==> config.mk <==
export PLATFORM = sky130hd
export DESIGN_NAME = kbd_frame_rx
export DESIGN_NICKNAME = d
export VERILOG_FILES = /design/src/rtl/kbd_rx_pkg.sv /design/src/rtl/kbd_line_filt.sv /design/src/rtl/kbd_bit_shifter.sv /design/src/rtl/kbd_flag_ctl.sv /design/src/rtl/kbd_frame_rx.sv
export SDC_FILE = /design/constraint.sdc
export NUM_CORES = 1
export LEC_CHECK = 0
export BUFFER_PORTS_ARGS = -buffer_cell sky130_fd_sc_hd__buf_2
export CAP_MARGIN = 25
export CORE_AREA = 2 2 82 84
export CTS_BUF_LIST = sky130_fd_sc_hd__clkbuf_4 sky130_fd_sc_hd__clkbuf_8 sky130_fd_sc_hd__clkbuf_16
export CTS_CLUSTER_SIZE = 16
export DETAILED_ROUTE_END_ITERATION = 16
export DIE_AREA = 0 0 84 86
export GPL_ROUTABILITY_DRIVEN = 1
export HOLD_SLACK_MARGIN = 0.15
export PLACE_DENSITY = 0.61
export SLEW_MARGIN = 20
export SYNTH_ARGS = -nofsm -noshare
export SYNTH_HDL_FRONTEND = slang
export SYNTH_SLANG_ARGS = --single-unit
==> constraint.sdc <==
create_clock -name clk -period 2 [get_ports clk]
set_input_delay 0.2 -clock clk [delete_from_list [all_inputs] [get_ports clk]]
set_output_delay 0.2 -clock clk [all_outputs]
set_load 0.02 [all_outputs]
==> src/rtl/kbd_rx_pkg.sv <==
package kbd_rx_pkg;
   localparam int KBD_DATA_W = 8;
   localparam int KBD_TAIL_W = 2;                       // parity + stop
   localparam int KBD_BODY_W = KBD_DATA_W + KBD_TAIL_W; // bits after start

   typedef enum logic [0:0] {
      RX_IDLE = 1'b0,
      RX_BITS = 1'b1
   } rx_state_e;

   typedef struct packed {
      logic [KBD_DATA_W-1:0] data;
      logic                  par_ok;
      logic                  stop_ok;
   } rx_frame_t;
endpackage

==> src/rtl/kbd_line_filt.sv <==
module kbd_line_filt #(
   parameter int SYNC_STAGES = 2,
   parameter int FILT_LEN    = 3
) (
   input  logic clk,
   input  logic rst_n,
   input  logic line_i,
   output logic line_o
);
   if (SYNC_STAGES < 2) begin : g_bad_sync
      $error("kbd_line_filt: SYNC_STAGES must be at least 2");
   end
   if (FILT_LEN < 0) begin : g_bad_filt
      $error("kbd_line_filt: FILT_LEN must not be negative");
   end

   logic [SYNC_STAGES-1:0] sync_q;
   logic                   raw;

   always_ff @(posedge clk or negedge rst_n) begin
      if (!rst_n) sync_q <= '1;
      else        sync_q <= {sync_q[SYNC_STAGES-2:0], line_i};
   end
   assign raw = sync_q[SYNC_STAGES-1];

   if (FILT_LEN == 0) begin : g_nofilt
      assign line_o = raw;
   end else begin : g_filt
      localparam int CW = (FILT_LEN < 2) ? 1 : $clog2(FILT_LEN);
      logic [CW-1:0] run_q;
      logic          lvl_q;

      // level follows raw only after FILT_LEN consecutive differing cycles
      always_ff @(posedge clk or negedge rst_n) begin
         if (!rst_n) begin
            run_q <= '0;
            lvl_q <= 1'b1;
         end else if (raw == lvl_q) begin
            run_q <= '0;
         end else if (run_q == CW'(FILT_LEN-1)) begin
            run_q <= '0;
            lvl_q <= raw;
         end else begin
            run_q <= run_q + 1'b1;
         end
      end
      assign line_o = lvl_q;
   end
endmodule

==> src/rtl/kbd_bit_shifter.sv <==
module kbd_bit_shifter
   import kbd_rx_pkg::*;
#(
   parameter int TIMEOUT_CYC = 125000
) (
   input  logic      clk,
   input  logic      rst_n,
   input  logic      kclk_i,
   input  logic      kdat_i,
   output logic      start_o,
   output logic      done_o,
   output rx_frame_t frame_o
);
   if (TIMEOUT_CYC < 16) begin : g_bad_to
      $error("kbd_bit_shifter: TIMEOUT_CYC too small");
   end

   localparam int TW = $clog2(TIMEOUT_CYC + 1);
   localparam int IW = $clog2(KBD_BODY_W + 1);

   rx_state_e             state_q;
   logic                  kclk_q;
   logic                  fall;
   logic [IW-1:0]         idx_q;
   logic [KBD_BODY_W-1:0] shf_q;
   logic [KBD_BODY_W-1:0] shf_nx;
   logic [TW-1:0]         idle_q;

   assign fall   = kclk_q & ~kclk_i;
   assign shf_nx = {kdat_i, shf_q[KBD_BODY_W-1:1]};

   always_ff @(posedge clk or negedge rst_n) begin
      if (!rst_n) begin
         state_q <= RX_IDLE;
         kclk_q  <= 1'b1;
         idx_q   <= '0;
         shf_q   <= '0;
         idle_q  <= '0;
         start_o <= 1'b0;
         done_o  <= 1'b0;
         frame_o <= '0;
      end else begin
         kclk_q  <= kclk_i;
         start_o <= 1'b0;
         done_o  <= 1'b0;
         unique case (state_q)
            RX_IDLE: begin
               idle_q <= '0;
               idx_q  <= '0;
               if (fall && !kdat_i) begin
                  state_q <= RX_BITS;
                  start_o <= 1'b1;
               end
            end
            RX_BITS: begin
               if (fall) begin
                  idle_q <= '0;
                  shf_q  <= shf_nx;
                  idx_q  <= idx_q + 1'b1;
                  if (idx_q == IW'(KBD_BODY_W-1)) begin
                     state_q         <= RX_IDLE;
                     done_o          <= 1'b1;
                     frame_o.data    <= shf_nx[KBD_DATA_W-1:0];
                     frame_o.par_ok  <= ^shf_nx[KBD_DATA_W:0];
                     frame_o.stop_ok <= shf_nx[KBD_BODY_W-1];
                  end
               end else if (idle_q == TW'(TIMEOUT_CYC-1)) begin
                  state_q <= RX_IDLE;
               end else begin
                  idle_q <= idle_q + 1'b1;
               end
            end
            default: state_q <= RX_IDLE;
         endcase
      end
   end
endmodule

==> src/rtl/kbd_flag_ctl.sv <==
module kbd_flag_ctl
   import kbd_rx_pkg::*;
(
   input  logic                  clk,
   input  logic                  rst_n,
   input  logic                  start_i,
   input  logic                  done_i,
   input  rx_frame_t             frame_i,
   input  logic                  rd_ack_i,
   output logic [KBD_DATA_W-1:0] code_o,
   output logic                  vld_o,
   output logic                  err_o
);
   always_ff @(posedge clk or negedge rst_n) begin
      if (!rst_n) begin
         code_o <= '0;
         vld_o  <= 1'b0;
         err_o  <= 1'b0;
      end else begin
         if (start_i)  err_o <= 1'b0;
         if (rd_ack_i) vld_o <= 1'b0;
         if (done_i) begin
            if (!(frame_i.par_ok && frame_i.stop_ok)) begin
               err_o <= 1'b1;
            end else if (vld_o && !rd_ack_i) begin
               err_o <= 1'b1;
            end else begin
               code_o <= frame_i.data;
               vld_o  <= 1'b1;
            end
         end
      end
   end
endmodule

==> src/rtl/kbd_frame_rx.sv <==
module kbd_frame_rx
   import kbd_rx_pkg::*;
#(
   parameter int SYNC_STAGES = 2,
   parameter int FILT_LEN    = 3,
   parameter int TIMEOUT_CYC = 125000
) (
   input  logic                  clk,
   input  logic                  rst_n,
   input  logic                  ps2_clk_i,
   input  logic                  ps2_dat_i,
   input  logic                  rd_ack_i,
   output logic [KBD_DATA_W-1:0] code_o,
   output logic                  code_vld_o,
   output logic                  code_err_o
);
   logic      kclk_f;
   logic      kdat_f;
   logic      start_p;
   logic      done_p;
   logic      good_p;
   rx_frame_t rx_frame;

   kbd_line_filt #(.SYNC_STAGES(SYNC_STAGES), .FILT_LEN(FILT_LEN)) u_clk_filt (
      .clk(clk), .rst_n(rst_n), .line_i(ps2_clk_i), .line_o(kclk_f)
   );

   kbd_line_filt #(.SYNC_STAGES(SYNC_STAGES), .FILT_LEN(FILT_LEN)) u_dat_filt (
      .clk(clk), .rst_n(rst_n), .line_i(ps2_dat_i), .line_o(kdat_f)
   );

   kbd_bit_shifter #(.TIMEOUT_CYC(TIMEOUT_CYC)) u_shift (
      .clk(clk), .rst_n(rst_n), .kclk_i(kclk_f), .kdat_i(kdat_f),
      .start_o(start_p), .done_o(done_p), .frame_o(rx_frame)
   );

   kbd_flag_ctl u_flags (
      .clk(clk), .rst_n(rst_n), .start_i(start_p), .done_i(done_p),
      .frame_i(rx_frame), .rd_ack_i(rd_ack_i),
      .code_o(code_o), .vld_o(code_vld_o), .err_o(code_err_o)
   );

   assign good_p = done_p && rx_frame.par_ok && rx_frame.stop_ok;
endmodule

==> metrics.log, run 1 <==
[metrics] clock sink count: 64
[metrics] Tcrit/Tclk final: slightly above 90%
[metrics] outcome: complete, no violations
[metrics] share of post-route cells with drive strength above 1: between 30% and 40%
[metrics] P&R area growth vs syn: 17.1%
[metrics] Largest delay share family, worst path: simple AND/OR/NAND/NOR gates
[metrics] Synth Cell Area: 2750 um^2
[metrics] Worst Clk Skew: roughly 9 ps
[metrics] number of placed instances, taps included: 310
[metrics] count of boundary I/O pins: 15
[metrics] initial antenna violation count: 0
[metrics] wire length of the first global-routing pass: between 7 and 8 mm
[metrics] endpoint required time on the critical path: 2220 ps
[metrics] max-cap violation count: 0
[metrics] main flop type after synthesis: dfrtp_1
[metrics] source-to-sink clock delay at the later pin of the worst-skew pair: between 300 and 400 ps
[metrics] number of filler instances in the final layout: about 560
[metrics] CTS Buf Count: 9
[metrics] number of enable-type register cells in the synthesized netlist: 0
[metrics] CTS Buffer Depth: 2
[metrics] number of standard cells in the final layout excluding fillers: ~330
[metrics] Worst Path Buf+Inv: 0
[metrics] antenna diode instance count: 0
[metrics] Final nets: approximately 260
[metrics] Site Rows: 29
[metrics] area of the die: 7220 um^2
[metrics] All-Layer GR Usage: between 10% and 20%
[metrics] number of register bits inferred by synthesis: between 60 and 70
[metrics] DRC marker count from the first detailed-route iteration: 94
[metrics] total number of yosys warnings: 0
[metrics] cell-by-cell trace of the critical path: or4_4, nor4_4, mux2i_1, nor2_2
[metrics] number of different library cells in the post-synthesis netlist: 40
[metrics] worst IR drop on VDD: approximately 0.00072 V
[metrics] total negative slack for setup checks: 0 ps
[metrics] number of global-route vias before repair: 1781
[metrics] Crit Path Category: reg -> reg
[metrics] total grt overflow: 0
[metrics] CP startpoint kind: flop
[metrics] clock transition time at the flip-flop clock pins of the worst setup and hold paths: 70 ps
[metrics] Worst Hold Class: in -> reg
[metrics] input/output buffers: 14
[metrics] total detailed-routing wirelength: roughly 4.4 mm
[metrics] Final HPWL DP: between 3 and 4 mm
[metrics] pin count of the biggest net entering global routing: 30
[metrics] worst-case headroom to the max-slew limit: 58.0%
[metrics] average size of a mapped cell: ~13 um^2
[metrics] number of nets produced by synthesis: 226
[metrics] final hold vios: 0
[metrics] mean number of vias per cell: a little over 5
[metrics] Worst Path Max Fanout: 8
[metrics] area post-placement: between 2000 and 3000 um^2
[metrics] register cell area after layout: about 1600 um^2
[metrics] share of flip-flops with an asynchronous set or reset: between 90% and 100%
[metrics] post-layout minimum cycle time: 1840 ps
[metrics] Pleak: roughly 1.5 nW
[metrics] part of the Yosys area used for sequential elements: between 50 and 60%
[metrics] largest stage delay on the critical path: about 510 ps
[metrics] final setup violating endpoints: 0
[metrics] Worst Max-Slew Pin Slew: between 600 and 700 ps
[metrics] DRC violation count after routing: 0
[metrics] footprint of the multi-input gates: 1090 um^2
[metrics] starting density of the core: 43.9%
[metrics] Core Box Area: 6280 um^2
[metrics] post-route cell area: 3220 um^2
[metrics] count of final max-slew check failures: 0
[metrics] antenna-violating nets left: 0
[metrics] maximum clock frequency: 0.544 GHz
[metrics] total via count in the routed design: about 1700
[metrics] total chip power: between 3 and 4 mW
[metrics] gate count after technology mapping: 218
[metrics] number of search-and-repair iterations in the first detailed-routing pass: 4
[metrics] Die X-Extent: ~84 um
[metrics] htree depth: 3
[metrics] TritonCTS clock tree: yes
[metrics] final weighted congestion of routability-driven global placement: between 0.8 and 0.9
[metrics] Critical Path Slowest Stage Cell: or4_4
[metrics] post-CTS resize count: 0
[metrics] die boundary height: ~86 um
[metrics] mean routed wirelength per cell: 13.5 um
[metrics] unrepaired setup endpoints after global routing: false
[metrics] pwr dens: 1240 nW/um^2
[metrics] buffer type at the clock tree root: clkbuf_8
[metrics] arrival time of the worst setup path: approximately 2000 ps
[metrics] Worst Setup End Kind: flop
==> layer usage <==
| metal | wire length [um] | vias to the layer above | part of all wire, % | track usage [%] |
|---|---|---|---|---|
| li1 | - | 818 | - | - |
| met1 | 2110 | 830 | 48 | 17.3 |
| met2 | 2090 | 16 | 47 | 22.0 |
| met3 | 151 | 9 | 3.4 | 5.29 |
| met4 | 80 | 0 | 1.8 | 6.74 |
| met5 | 0 | - | 0 | 0 |
==> cell families (layout without fill, tap and decap cells) <==
| group | after synthesis | in the layout | synth area share [%] |
|---|---|---|---|
| AOI/OAI and AO/OA | 13 | 13 | 2.68 |
| xor gates and xnor gates | 23 | 23 | 7.81 |
| DFF | 64 | 64 | 58.5 |
| adders and majority gates | 3 | 3 | 1.36 |
| and+or+nand+nor | 73 | 73 | 15.5 |
| buffers and inverters | 12 | 46 | 1.95 |
| muxes | 30 | 30 | 12.2 |
==> stage by stage <==
step | hold WS, ps | setup WS [ps] | util, %
6_report | 169 | 163 | 51.4
5_1_grt | 202 | 98.9 | 51.4
4_1_cts | 151 | 152 | 51.4
3_5_place_dp | 265 | 160 | 47.1
3_3_place_gp | 260 | 174 | 47.1
2_1_floorplan | -95.6 | 179 | -
==> what timing repair did <==
action / 4_1_cts / 5_1_grt
hold endpoints to repair: 22 / 0
hold buffers: 3 / 0
setup buffers: 0 / 0
==> worst reg2reg max path, delay by kind of cell (launching register included) <==
| kind | cells | cell delay [ps] |
|---|---|---|
| flip-flops | 1 | 440 |
| multiplexers | 1 | 270 |
| AND/OR/NAND/NOR | 3 | 1000 |
==> synthesized netlist by cell type (3+ instances only) <==
| library cell | count | area [um^2] |
|---|---|---|
| mux2_2 | 29 | 327 |
| and2_1 | 3 | 18.8 |
| or3_2 | 3 | 22.5 |
| nor2b_1 | 4 | 25.0 |
| dfstp_2 | 7 | 184 |
| nand4_1 | 4 | 25.0 |
| xnor2_1 | 19 | 166 |
| nor3_1 | 8 | 40.0 |
| nand3_1 | 7 | 35.0 |
| a21oi_1 | 6 | 30.0 |
| nand2_1 | 11 | 41.3 |
| ha_1 | 3 | 37.5 |
| clkbuf_1 | 4 | 15.0 |
| o21ai_0 | 3 | 15.0 |
| xor2_1 | 3 | 26.3 |
| nor4_1 | 5 | 31.3 |
| inv_1 | 6 | 22.5 |
| dfrtp_1 | 57 | 1430 |
| nor2_1 | 12 | 45.0 |
==> layout by cell type (no fill, tap or decap), types with 7 or more instances in the layout <==
cell / n
dfrtp_1: 57
nand2_1: 11
xnor2_1: 19
nand3_1: 7
dfstp_2: 7
buf_2: 14
mux2_2: 29
nor2_1: 12
nor3_1: 8
clkbuf_8: 12
==> cell type report <==
| type | instances | share of cell area (%) |
|---|---|---|
| Timing Repair Buffer | 24 | 5.12 |
| Clock inverter | 2 | 1.86 |
| Sequential cell | 64 | 49.9 |
| Inverter | 6 | 0.698 |
| Multi-Input combinational cell | 142 | 33.8 |
| Clock buffer | 14 | 5.59 |
| Tap cell | 77 | 2.99 |
==> worst paths after layout <==
| kind | slack, ps | cells after the start | start | endpoint |
|---|---|---|---|---|
| worst max register to register | 160 | 4 | u_shift.idle_q[10] | u_shift.idle_q[1] |
| worst min-delay path | 170 | 3 | rd_ack_i | u_flags.vld_o |
| worst min register to register | 360 | 0 | u_dat_filt.sync_q[0] | u_dat_filt.sync_q[1] |
| worst max-delay path | 160 | 4 | u_shift.idle_q[10] | u_shift.idle_q[1] |
| min in group asynchronous | 430 | 2 | rst_n | u_flags.err_o |
| max in group asynchronous | 920 | 3 | rst_n | u_dat_filt.sync_q[1] |
==> power breakdown <==
group / leakage (nW) / internal (mW) / switching, mW / total (mW)
logic: 0.485 / 0.514 / 0.407 / 0.921
registers: 0.842 / 1.55 / 0.219 / 1.77
clock network: 0.124 / 0.833 / 0.462 / 1.29
==> state kept, by name, summed over array words and instances (netlist names) <==
| register | count |
|---|---|
| u_clk_filt.g_filt.run_q | 2 |
| u_clk_filt.line_o | 1 |
| u_clk_filt.sync_q | 2 |
| u_dat_filt.g_filt.run_q | 2 |
| u_dat_filt.line_o | 1 |
| u_dat_filt.sync_q | 2 |
| u_flags.code_o | 8 |
| u_flags.err_o | 1 |
| u_flags.vld_o | 1 |
| u_shift.done_o | 1 |
| u_shift.frame_o | 10 |
| u_shift.idle_q | 17 |
| u_shift.idx_q | 4 |
| u_shift.kclk_q | 1 |
| u_shift.shf_q | 9 |
| u_shift.start_o | 1 |
| u_shift.state_q | 1 |
Power figures use the tool's default switching activity.
==> inputs of run 2 (changes only) <==
Settings changed: PLACE_DENSITY 0.61 to default.
==> run 2 against run 1 <==
Effect of this change:
- wire length increased by 3.7%
- cell count unchanged
- via count increased by 0.12%
- critical path depth unchanged
- setup slack improved by 30 ps
- register-to-register slack improved by 30 ps
- hold slack improved by 13 ps
- clock skew decreased by 2.6 ps
- sequential power about the same
- sequential cell count unchanged
- largest power group unchanged
==> metrics.log, run 2 (same netlist as run 1, synthesis figures left out) <==
[metrics] outcome: complete, no violations
[metrics] All-Layer GR Usage: 15.1%
[metrics] cell-by-cell trace of the critical path: or4_4, nor4_4, mux2i_1, nor2_2
[metrics] number of placed instances, taps included: 310
[metrics] total negative slack for setup checks: 0 ps
[metrics] worst-case headroom to the max-slew limit: a little under two thirds
[metrics] pin count of the biggest net entering global routing: 31
[metrics] area post-placement: between 2000 and 3000 um^2
[metrics] count of boundary I/O pins: 15
[metrics] min setup slack post-route: between 150 and 200 ps
[metrics] total grt overflow: 0
[metrics] total chip power: between 3 and 4 mW
[metrics] starting density of the core: a little over two fifths
[metrics] DRC marker count from the first detailed-route iteration: 75
[metrics] CTS Buffer Depth: 2
[metrics] register with the highest flop count: u_shift.idle_q
[metrics] number of search-and-repair iterations in the first detailed-routing pass: 4
[metrics] source-to-sink clock delay at the later pin of the worst-skew pair: between 300 and 400 ps
[metrics] CTS Buf Count: 9
[metrics] most frequent cells in the layout: dfrtp_1, mux2_2, xnor2_1
[metrics] mean number of vias per cell: between 5 and 6
[metrics] Worst Clk Skew: 6.20 ps
[metrics] worst IR drop on VDD: between 0.0006 and 0.0007 V
[metrics] maximum clock frequency: roughly 0.55 GHz
[metrics] post-layout minimum cycle time: roughly 1800 ps
[metrics] Top Registers: u_shift.idle_q (17), u_shift.frame_o (10), u_shift.shf_q (9)
[metrics] Site Rows: 29
[metrics] DRC violation count after routing: 0
[metrics] total via count in the routed design: between 1500 and 2000
[metrics] Largest register FFs: 17
[metrics] dpl ws: 173 ps
[metrics] Critical Path Slowest Stage Cell: or4_4
[metrics] Die X-Extent: between 80 and 90 um
[metrics] Worst Setup End Kind: flop
[metrics] Worst Path Max Fanout: 8
[metrics] wire length of the first global-routing pass: 8.40 mm
[metrics] largest stage delay on the critical path: 550 ps
[metrics] fraction of power consumed by the clock network: between 30% and 40%
[metrics] switching power summed over all nets: 1.13 mW
[metrics] input/output buffers: 14
[metrics] Util after Layout: ~51%
[metrics] CP startpoint kind: flop
[metrics] relative contribution of sequential cells to total power: 44.4%
[metrics] number of global-route vias before repair: roughly 1800
[metrics] share of post-route cells with drive strength above 1: between 30% and 40%
[metrics] unrepaired setup endpoints after global routing: false
[metrics] buffer type at the clock tree root: clkbuf_8
[metrics] most common library cell in the layout ignoring fill and taps: dfrtp_1
[metrics] WHS: 182 ps
[metrics] clock transition time at the flip-flop clock pins of the worst setup and hold paths: approximately 70 ps
[metrics] TritonCTS clock tree: yes
[metrics] final setup violating endpoints: 0
[metrics] final hold vios: 0
[metrics] max-cap violation count: 0
[metrics] Switching Share: around 28%
[metrics] arrival time of the worst setup path: just over 2000 ps
[metrics] antenna-violating nets left: 0
[metrics] pwr dens: roughly 1200 nW/um^2
[metrics] setup repair bufs after CTS: 0
[metrics] endpoint required time on the critical path: around 2200 ps
[metrics] Pint: ~2.9 mW
[metrics] htree depth: 3
[metrics] die boundary height: roughly 86 um
[metrics] Pleak: between 1 and 1.5 nW
[metrics] worst-case register-to-register setup slack: 190 ps
[metrics] post-route cell area: about 3200 um^2
[metrics] mean routed wirelength per cell: roughly 14 um
[metrics] Final HPWL DP: 3.05 mm
[metrics] Worst Hold Class: in -> reg
[metrics] final weighted congestion of routability-driven global placement: roughly 0.82
[metrics] initial antenna violation count: 0
[metrics] area of the die: roughly 7200 um^2
[metrics] P&R area growth vs syn: 16.8%
[metrics] antenna diode instance count: 0
[metrics] count of final max-slew check failures: 0
[metrics] Worst Max-Slew Pin Slew: 549 ps
[metrics] number of standard cells in the final layout excluding fillers: 329
[metrics] Core Box Area: between 6000 and 7000 um^2
[metrics] share of power burned in combinational logic: 23.4%
[metrics] post-cts hold buffer count: 3
[metrics] Tcrit/Tclk final: between 90% and 100%
[metrics] Final nets: around 260
[metrics] Crit Path Category: reg -> reg
[metrics] number of filler instances in the final layout: 560
[metrics] total detailed-routing wirelength: 4.59 mm
[metrics] post-CTS resize count: 0
[metrics] clock sink count: 64
run 2: cell type report:
class | count | area [um^2] | share of cell area, %
sequential | 64 | 1610 | 50.1
inverter | 6 | 22.5 | 0.700
tap | 77 | 96.3 | 3.00
clock buffer | 13 | 166 | 5.18
multi-input combinational | 142 | 1090 | 33.9
timing repair buffer | 24 | 165 | 5.14
clock inverter | 3 | 65.1 | 2.02
run 2: critical path: cells and delay by family, from the launching register on:
family	cells	cell delay (ps)
multiplexers	1	270
AND/OR/NAND/NOR	3	1020
flip-flops	1	400
run 2: final timing paths:
path,startpoint,endpoint,depth (start not counted)
min reg2reg,u_dat_filt.sync_q[0],u_dat_filt.sync_q[1],0
min in group asynchronous,rst_n,u_shift.idle_q[2],2
min,rd_ack_i,u_flags.vld_o,3
max reg2reg,u_shift.idle_q[5],u_shift.idle_q[1],4
max,u_shift.idle_q[5],u_shift.idle_q[1],4
max in group asynchronous,rst_n,u_dat_filt.sync_q[0],3
run 2: metal layers:
layer,vias to the layer above,routed length [um],global-route usage (%)
met2,19,2100,23.0
li1,826,-,-
met3,9,118,3.46
met4,0,118,9.68
met1,821,2260,19.7
met5,-,0,0
run 2: power by group through the flow:
stage	combinational, mW	sequential [mW]	clock, mW
after CTS	0.959	1.78	1.32
after global placement	0.927	1.80	0
after detailed placement	0.947	1.80	0
after global routing	1.06	1.82	1.37
after floorplan	0.800	1.74	0
final	0.934	1.77	1.29
==> inputs of run 3 (changes only) <==
Settings changed: CTS_BUF_LIST sky130_fd_sc_hd__clkbuf_4 sky130_fd_sc_hd__clkbuf_8 sky130_fd_sc_hd__clkbuf_16 to sky130_fd_sc_hd__clkbuf_16.
Clock period 2 ns to 2.1 ns, I/O delays scaled along.
==> run 3 against run 2 <==
Effect of this change:
- cell count unchanged
- highest routed layer unchanged
- wire length down 2.4%
- critical path type unchanged
- sequential cell count unchanged
==> metrics.log, run 3 (same netlist as run 1, synthesis figures left out) <==
[metrics] Critical Path Slowest Stage Cell: or4_4
[metrics] register cell area after layout: ~1600 um^2
[metrics] area of the die: ~7200 um^2
[metrics] pin count of the biggest net entering global routing: 27
[metrics] WHS: about 190 ps
[metrics] source-to-sink clock delay at the later pin of the worst-skew pair: roughly 330 ps
[metrics] dpl ws: between 200 and 300 ps
[metrics] DRC marker count from the first detailed-route iteration: between 50 and 60
[metrics] switching power summed over all nets: between 1 and 1.5 mW
[metrics] number of global-route vias before repair: 1715
[metrics] Core Box Area: ~6300 um^2
[metrics] CTS Buf Count: 9
[metrics] Worst Path Buf+Inv: 0
[metrics] Pint: approximately 2.8 mW
[metrics] post-CTS resize count: 0
[metrics] cell-by-cell trace of the critical path: or4_4, nor4_4, mux2i_1, nor2_2
[metrics] CTS Buffer Depth: 2
[metrics] maximum clock frequency: approximately 0.55 GHz
[metrics] wire length of the first global-routing pass: 7.91 mm
[metrics] All-Layer GR Usage: 14.2%
[metrics] total detailed-routing wirelength: between 4 and 5 mm
[metrics] final setup violating endpoints: 0
[metrics] Worst Path Max Fanout: 8
[metrics] Switching Share: about 29%
[metrics] Site Rows: 29
[metrics] total negative slack for setup checks: 0 ps
[metrics] min setup slack post-route: 274 ps
[metrics] count of boundary I/O pins: 15
[metrics] total chip power: 3.89 mW
[metrics] count of final max-slew check failures: 0
[metrics] unrepaired setup endpoints after global routing: false
[metrics] arrival time of the worst setup path: 2030 ps
[metrics] die boundary height: 86 um
[metrics] register with the highest flop count: u_shift.idle_q
[metrics] CP startpoint kind: flop
[metrics] TritonCTS clock tree: yes
[metrics] Worst Setup End Kind: flop
[metrics] largest stage delay on the critical path: between 500 and 600 ps
[metrics] Largest delay share family, worst path: simple AND/OR/NAND/NOR gates
[metrics] Crit Path Category: reg -> reg
[metrics] total grt overflow: 0
[metrics] mean routed wirelength per cell: 13.6 um
[metrics] Final HPWL DP: 2.93 mm
[metrics] Tcrit/Tclk final: about 87%
[metrics] Worst Max-Slew Pin Slew: 498 ps
[metrics] DRC violation count after routing: 0
[metrics] fraction of power consumed by the clock network: approximately 34%
[metrics] outcome: complete, no violations
[metrics] clock sink count: 64
[metrics] Top Registers: u_shift.idle_q (17), u_shift.frame_o (10), u_shift.shf_q (9)
[metrics] antenna diode instance count: 0
[metrics] number of filler instances in the final layout: approximately 570
[metrics] Largest register FFs: 17
[metrics] area post-placement: just under 3000 um^2
[metrics] P&R area growth vs syn: 17.8%
[metrics] setup repair bufs after CTS: 0
[metrics] final hold vios: 0
[metrics] worst-case headroom to the max-slew limit: roughly two thirds
[metrics] Worst Clk Skew: 4.49 ps
[metrics] post-layout minimum cycle time: about 1800 ps
[metrics] max-cap violation count: 0
[metrics] number of search-and-repair iterations in the first detailed-routing pass: 4
[metrics] share of power burned in combinational logic: a little under a quarter
[metrics] Worst Hold Class: in -> reg
[metrics] mean number of vias per cell: roughly 5.1
[metrics] Die X-Extent: between 80 and 90 um
[metrics] footprint of the multi-input gates: between 1000 and 1500 um^2
[metrics] share of post-route cells with drive strength above 1: between 30% and 40%
[metrics] most common library cell in the layout ignoring fill and taps: dfrtp_1
[metrics] clock transition time at the flip-flop clock pins of the worst setup and hold paths: roughly 50 ps
[metrics] pwr dens: between 1000 and 1500 nW/um^2
[metrics] antenna-violating nets left: 0
[metrics] post-route cell area: approximately 3200 um^2
[metrics] initial antenna violation count: 0
[metrics] total via count in the routed design: ~1700
[metrics] htree depth: 3
[metrics] relative contribution of sequential cells to total power: a little over two fifths
[metrics] Pleak: ~1.4 nW
[metrics] endpoint required time on the critical path: around 2300 ps
[metrics] worst IR drop on VDD: between 0.0008 and 0.0009 V
[metrics] final weighted congestion of routability-driven global placement: 0.841
[metrics] Final nets: 255
[metrics] buffer type at the clock tree root: clkbuf_16
[metrics] most frequent cells in the layout: dfrtp_1, mux2_2, xnor2_1
[metrics] starting density of the core: between 40 and 50%
[metrics] input/output buffers: 14
[run 3: changes by cell type in the layout (fill, tap and decap cells not counted), sizes merged]
cell,before,now
clkbuf,13,9
clkinvlp,0,4
bufinv,2,0
clkinv,1,2
inv,6,7
[run 3: layout make-up]
cell class / count / area share [%]
flip-flops and latches: 64 / 49.6
multi-input cells: 142 / 33.6
clock buffers: 9 / 6.94
repair buffers: 24 / 4.70
well taps: 77 / 2.97
clock inverters: 7 / 1.47
inverters: 6 / 0.694
[run 3: layer usage]
layer | wire length (um) | track usage [%] | up-vias
met3 | 172 | 4.91 | 7
met1 | 2120 | 17.5 | 823
met2 | 2110 | 22.3 | 26
met4 | 73 | 7.48 | 0
met5 | 0 | 0 | -
li1 | - | - | 816
[run 3: worst paths after layout]
kind / startpoint / endpoint / slack, ps / depth (start not counted)
worst max-delay path: u_shift.idle_q[5] / u_shift.idle_q[1] / 270 / 4
worst min-delay path: rd_ack_i / u_flags.vld_o / 190 / 3
worst max register to register: u_shift.idle_q[5] / u_shift.idle_q[1] / 270 / 4
worst min register to register: u_clk_filt.sync_q[0] / u_clk_filt.sync_q[1] / 350 / 0
max in group asynchronous: rst_n / u_shift.idle_q[14] / 1000 / 3
min in group asynchronous: rst_n / u_shift.idx_q[0] / 390 / 2
[run 3: power by group through the flow]
stage               Clock [mW]  Sequential, mW  Combinational (mW)
CTS                       1.37            1.70               0.902
floorplan                    0            1.66               0.762
detailed placement           0            1.72               0.891
global route              1.42            1.74               0.998
finish                    1.32            1.69               0.880
global placement             0            1.71               0.877
[run 3: per-stage QoR]
step	instances	util (%)
6_report	329	51.7
5_1_grt	329	51.7
4_1_cts	329	51.7
3_5_place_dp	310	46.9
3_3_place_gp	310	46.9
2_1_floorplan	218	-
[run 3: repair_timing]
action                                  CTS  global route
endpoints found under the setup margin    0             0
hold endpoints to repair                 15             0
hold buffers                              3             0
[run 3: worst register-to-register path, stage by stage, from the launching register on]
cell     delay (ps)
dfrtp_1         400
or4_4           550
nor4_4          440
mux2i_1         270
nor2_2           40
